<file path="src/rtl/sdw_pkg.sv">
package sdw_pkg;

    localparam int unsigned BITS_PER_XFER = 8;

    typedef enum logic [2:0] {
        ST_IDLE,
        ST_SETUP,
        ST_HIGH,
        ST_LOW,
        ST_HOLD
    } wr_state_t;

    typedef struct packed {
        logic       is_data;
        logic [7:0] value;
    } wr_item_t;

    function automatic int unsigned max3(int unsigned a, int unsigned b, int unsigned c);
        int unsigned m;
        m = (a > b) ? a : b;
        return (m > c) ? m : c;
    endfunction

endpackage

</file>
<file path="src/rtl/sdw_timer.sv">
module sdw_timer #(
    parameter int unsigned TW = 3
) (
    input  logic          clk,
    input  logic          rst,
    input  logic          load,
    input  logic [TW-1:0] load_val,
    output logic          expired
);
    logic [TW-1:0] cnt;

    always_ff @(posedge clk) begin
        if (rst)
            cnt <= '0;
        else if (load)
            cnt <= load_val;
        else if (cnt != '0)
            cnt <= cnt - 1'b1;
    end

    assign expired = (cnt == '0);
endmodule

</file>
<file path="src/rtl/sdw_shifter.sv">
module sdw_shifter
    import sdw_pkg::*;
(
    input  logic     clk,
    input  logic     rst,
    input  logic     load,
    input  wr_item_t item,
    input  logic     shift,
    output logic     sdo,
    output logic     dc,
    output logic     last
);
    localparam int unsigned BW = $clog2(BITS_PER_XFER);

    logic [BITS_PER_XFER-1:0] sh;
    logic [BW-1:0]            bits_left;
    logic                     dc_q;

    always_ff @(posedge clk) begin
        if (rst) begin
            sh        <= '0;
            bits_left <= '0;
            dc_q      <= 1'b0;
        end else if (load) begin
            sh        <= item.value;
            dc_q      <= item.is_data;
            bits_left <= BW'(BITS_PER_XFER - 1);
        end else if (shift) begin
            sh        <= {sh[BITS_PER_XFER-2:0], 1'b0};
            bits_left <= bits_left - 1'b1;
        end
    end

    assign sdo  = sh[BITS_PER_XFER-1];
    assign dc   = dc_q;
    assign last = (bits_left == '0);
endmodule

</file>
<file path="src/rtl/serial_disp_writer.sv">
module serial_disp_writer
    import sdw_pkg::*;
#(
    parameter int unsigned SYS_CLK_PS   = 10000,
    parameter int unsigned HALF_CYC     = 5,
    parameter int unsigned CS_SETUP_CYC = 2,
    parameter int unsigned CS_HOLD_CYC  = 1
) (
    input  logic       clk,
    input  logic       rst,
    input  logic       in_valid,
    output logic       in_ready,
    input  logic       in_is_data,
    input  logic [7:0] in_byte,
    output logic       disp_cs_n,
    output logic       disp_sclk,
    output logic       disp_sdo,
    output logic       disp_dc
);
    // Minimum interface times, in picoseconds
    localparam int unsigned MIN_PERIOD_PS = 100000;
    localparam int unsigned MIN_PHASE_PS  = 20000;
    localparam int unsigned MIN_DATA_PS   = 15000;
    localparam int unsigned MIN_CSS_PS    = 20000;
    localparam int unsigned MIN_CSH_PS    = 10000;

    localparam int unsigned CNT_MAX = max3(HALF_CYC, CS_SETUP_CYC, CS_HOLD_CYC);
    localparam int unsigned TW      = (CNT_MAX < 2) ? 1 : $clog2(CNT_MAX);

    if (2 * HALF_CYC * SYS_CLK_PS < MIN_PERIOD_PS) begin : g_bad_period
        $error("serial clock period below minimum");
    end
    if (HALF_CYC * SYS_CLK_PS < MIN_PHASE_PS || HALF_CYC * SYS_CLK_PS < MIN_DATA_PS) begin : g_bad_phase
        $error("serial clock phase below minimum");
    end
    if (CS_SETUP_CYC == 0 || CS_SETUP_CYC * SYS_CLK_PS < MIN_CSS_PS
        || CS_SETUP_CYC * SYS_CLK_PS < MIN_DATA_PS) begin : g_bad_setup
        $error("select setup below minimum");
    end
    if (CS_HOLD_CYC == 0 || (HALF_CYC + CS_HOLD_CYC) * SYS_CLK_PS < MIN_CSH_PS) begin : g_bad_hold
        $error("select hold below minimum");
    end

    wr_state_t     state, state_n;
    logic          cs_n_q, cs_n_n;
    logic          sclk_q, sclk_n;
    logic          tmr_load, tmr_done;
    logic [TW-1:0] tmr_val;
    logic          sh_load, sh_shift, sh_last;
    wr_item_t      item;

    assign item = '{is_data: in_is_data, value: in_byte};

    sdw_timer #(.TW(TW)) u_timer (
        .clk      (clk),
        .rst      (rst),
        .load     (tmr_load),
        .load_val (tmr_val),
        .expired  (tmr_done)
    );

    sdw_shifter u_shift (
        .clk   (clk),
        .rst   (rst),
        .load  (sh_load),
        .item  (item),
        .shift (sh_shift),
        .sdo   (disp_sdo),
        .dc    (disp_dc),
        .last  (sh_last)
    );

    assign in_ready = (state == ST_IDLE) || (state == ST_HIGH && tmr_done && sh_last);

    always_comb begin
        state_n  = state;
        cs_n_n   = cs_n_q;
        sclk_n   = sclk_q;
        tmr_load = 1'b0;
        tmr_val  = '0;
        sh_load  = 1'b0;
        sh_shift = 1'b0;
        unique case (state)
            ST_IDLE: if (in_valid) begin
                sh_load  = 1'b1;
                cs_n_n   = 1'b0;
                tmr_load = 1'b1;
                tmr_val  = TW'(CS_SETUP_CYC - 1);
                state_n  = ST_SETUP;
            end
            ST_SETUP, ST_LOW: if (tmr_done) begin
                sclk_n   = 1'b1;
                tmr_load = 1'b1;
                tmr_val  = TW'(HALF_CYC - 1);
                state_n  = ST_HIGH;
            end
            ST_HIGH: if (tmr_done) begin
                sclk_n   = 1'b0;
                tmr_load = 1'b1;
                if (!sh_last) begin
                    sh_shift = 1'b1;
                    tmr_val  = TW'(HALF_CYC - 1);
                    state_n  = ST_LOW;
                end else if (in_valid) begin
                    sh_load  = 1'b1;
                    tmr_val  = TW'(HALF_CYC - 1);
                    state_n  = ST_LOW;
                end else begin
                    tmr_val  = TW'(CS_HOLD_CYC - 1);
                    state_n  = ST_HOLD;
                end
            end
            ST_HOLD: if (tmr_done) begin
                cs_n_n  = 1'b1;
                state_n = ST_IDLE;
            end
            default: state_n = ST_IDLE;
        endcase
    end

    always_ff @(posedge clk) begin
        if (rst) begin
            state  <= ST_IDLE;
            cs_n_q <= 1'b1;
            sclk_q <= 1'b0;
        end else begin
            state  <= state_n;
            cs_n_q <= cs_n_n;
            sclk_q <= sclk_n;
        end
    end

    assign disp_cs_n = cs_n_q;
    assign disp_sclk = sclk_q;

    a_r5_lines_stable_while_high: assert property (@(posedge clk) disable iff (rst)
        (!disp_cs_n && disp_sclk) |-> ($stable(disp_sdo) && $stable(disp_dc)));

    a_r7_no_clock_while_deselected: assert property (@(posedge clk) disable iff (rst)
        disp_cs_n |-> !disp_sclk);

    a_r7_rise_after_select: assert property (@(posedge clk) disable iff (rst)
        $rose(disp_sclk) |-> (!disp_cs_n && $past(!disp_cs_n)));

    a_r8_release_after_low_clock: assert property (@(posedge clk) disable iff (rst)
        $rose(disp_cs_n) |-> (!disp_sclk && $past(!disp_sclk)));

    a_r10_ready_only_at_byte_end: assert property (@(posedge clk) disable iff (rst)
        (in_ready && !disp_cs_n) |-> disp_sclk);

endmodule

</file>
<file path="config.mk">
export PLATFORM = sky130hd
export DESIGN_NAME = serial_disp_writer
export DESIGN_NICKNAME = d
export VERILOG_FILES = /design/src/rtl/sdw_pkg.sv /design/src/rtl/sdw_timer.sv /design/src/rtl/sdw_shifter.sv /design/src/rtl/serial_disp_writer.sv
export SDC_FILE = /design/constraint.sdc
export NUM_CORES = 1
export LEC_CHECK = 0
export BUFFER_PORTS_ARGS = -buffer_cell sky130_fd_sc_hd__buf_2
export CAP_MARGIN = 20
export CORE_MARGIN = 5
export CORE_UTILIZATION = 58
export DETAILED_ROUTE_END_ITERATION = 12
export PLACE_DENSITY = 0.89
export SYNTH_ARGS = -nofsm -noshare
export SYNTH_HDL_FRONTEND = slang
export SYNTH_SLANG_ARGS = --single-unit
</file>
<file path="constraint.sdc">
create_clock -name clk -period 4.1 [get_ports clk]
set_input_delay 0.82 -clock clk [delete_from_list [all_inputs] [get_ports clk]]
set_output_delay 0.82 -clock clk [all_outputs]
set_load 0.01 [all_outputs]
</file>
==> impl_metrics.ini <==
[clock_tree]
cts_sinks = 20
clock-root-buffer = clkbuf_4
cts.reportedPaths.clkPinSlew_ns = 0.11
h-tree-depth = 1
postCtsSetupBuffers = 0
clock_path_buffers = 2
clk_latency_ns = 0.30
cts_made_buffers = 3
cts.repair.resized = 0
cts_tree = yes
ctsHoldBuffers = 0

[place]
detailed_place_hpwl_um = 1570
port_buffers = 16
placed_area_mm2 = 0.00111
gp_congestion = 0.835
dp.cells = 153

[grt]
grt-ovfl-total = 0
antenna_found_initial = 0
grt_first_pass_wirelength_um = 3990
grtUsageTotal_pct = 19.2
grt_start_max_net_pins = 20
grt_pass1_vias = 937

[logic_synthesis]
syn-cell-area_mm2 = 0.00104
seq_area_frac_synth_pct = 38.5
synth_warnings = 0
ys_seq_elements = 20
synth_cells = 119
syn_avg_cell_area_um2 = 8.74
synthFlopType = dfxtp_1
synth_enable_flop_cells = 0
syn_nets = 135
ys_async_sr_fraction_pct = 0
synth.distinct_cells = 37

[finish]
nNetsFinal = 149
final_area_mm2 = 0.00115
fin_cells = 157
areaGrowthSynthToFinish_pct = 10.7
antenna_cells = 0
drive_gt1_share_pct = 18.9

[die]
core-area_mm2 = 0.00171
initial_core_util_pct = 60.9
fp.dieArea_mm2 = 0.00274
ios = 17
die_x_um = 52.3
die_y_um = 52.3
rows = 15

[drt]
drc = 0
wl_per_cell_um = 14.0
vias = 923
antenna_left = 0
via_per_inst = 5.88
routed_wl_um = 2200
drt-initial-drc-count = 25
drtPass1Iterations = 4

[sta]
rsz0062_at_grt = no
worstMarginPinSlew_ns = 0.860
post-route-period-util_pct = 62.5
hold_viol = 0
period_needed_ns = 2.56
slew_viol_final = 0
fin_worst_skew_ns = 0.00249
fmax_mhz = 390
setup_viol = 0
fin_setup_tns_ns = 0
relSlewSlack_pct = 42.6

[critical_path]
cp_top_family = flip-flops
critical_path_class = reg2out
arrival_ns = 1.74
critPathLaunch = u_timer.cnt[0]$_SDFFE_PP0P_
critPathMaxStageDelay_ns = 0.33
startpoint_type = flop
path_buf_inv = 2
worstSetupEndpointType = output pin
cp_max_fo = 6
slowest_stage = dfxtp_1
r2r_start = u_timer.cnt[0]$_SDFFE_PP0P_
cp.required_ns = 3.28
path_cells = inv_1 > ha_1 > nand4bb_4 > a211oi_1 > buf_2

[power]
irDropWorstVdd_mv = 0.379
power.density_mw_per_mm2 = 650
leakagePower_nw = 0.483

[worst_hold_path]
hold_path_class = reg2reg
hold_start = u_shift.sh[2]$_SDFFE_PP0P_

[flow_run]
drv_cap = 0

[outcome]
outcome = complete, no violations
cell usage after synthesis (2+ instances only):
| cell | count | area (um2) |
|---|---|---|
| dfxtp_1 | 20 | 400 |
| a21oi_1 | 17 | 85.1 |
| nand2_1 | 13 | 48.8 |
| inv_1 | 12 | 45.0 |
| a221oi_1 | 7 | 61.3 |
| nor2_1 | 6 | 22.5 |
| ha_1 | 4 | 50.1 |
| o21ai_0 | 4 | 20.0 |
| clkbuf_1 | 3 | 11.3 |
| nand2b_1 | 3 | 18.8 |
| a211oi_1 | 2 | 15.0 |
| buf_2 | 2 | 10.0 |
| nand3b_1 | 2 | 15.0 |
stage by stage:
stage | setup slack, ns | utilization, % | hold WS, ns | power, mW
6_report | 1.54 | 67.4 | 0.482 | 0.748
5_1_grt | 1.37 | 67.4 | 0.507 | 0.814
4_1_cts | 1.52 | 67.4 | 0.485 | 0.749
3_5_place_dp | 1.87 | 65.3 | 0.469 | 0.632
3_3_place_gp | 1.89 | 65.3 | 0.458 | 0.619
2_1_floorplan | 2.06 | - | 0.449 | 0.564
placed cells by master, fill, tap and decap left out, drive strengths merged, types with 3 or more instances in the layout:
master / Yosys / final
nand2b: 3 / 3
clkbuf: 3 / 4
nor2: 6 / 6
nand2: 13 / 13
a21oi: 17 / 17
buf: 4 / 16
dfxtp: 20 / 20
ha: 4 / 4
inv: 12 / 12
o21ai: 4 / 4
a221oi: 7 / 7
state kept, by name (all words and copies together), names as in the netlist:
signal	count
disp_cs_n	1
disp_sclk	1
state	3
u_shift.bits_left	3
u_shift.dc	1
u_shift.sh	8
u_timer.cnt	3
cells by family after synthesis:
| kind of cell | share of synthesized area (%) |
|---|---|
| xor+xnor | 1.69 |
| buf+inv | 7.82 |
| mux | 2.05 |
| compound gates | 27.0 |
| fa+ha+maj | 4.81 |
| simple gates | 18.2 |
| flops | 38.5 |
path summary, 6_finish.rpt:
kind	end	slack, ns	depth (start not counted)
min reg2reg	u_shift.sh[2]$_SDFFE_PP0P_	0.48	2
max reg2reg	u_shift.sh[4]$_SDFFE_PP0P_	1.83	6
min	u_shift.sh[2]$_SDFFE_PP0P_	0.48	2
max	in_ready	1.54	5
layer usage:
metal | global-route usage [%] | part of all wire (%) | vias to the layer above
li1 | - | - | 449
met5 | 0 | 0 | -
met1 | 24.1 | 43 | 431
met4 | 12.8 | 2.5 | 0
met2 | 30.0 | 49 | 36
met3 | 2.85 | 4.9 | 7
power by group:
part,internal [mW],switching [mW]
registers,0.249,0.0568
logic,0.148,0.178
clock network,0.0542,0.0611
worst reg2reg max path, delay by kind of cell, from the launching register on:
family	cells	cell delay, ns
compound gates	3	1.25
fa+ha+maj	1	0.32
buf+inv	1	0.10
flops	1	0.33
simple gates	1	0.18
final cells by class:
class                   instances  area, um2
repair buffers                 16       80.1
fillers                       136        557
flip-flops and latches         20        400
inverters                      12       45.0
multi-input cells              80        558
well taps                      25       31.3
clock buffers                   4       36.3
(Power assumes the default switching activity.)
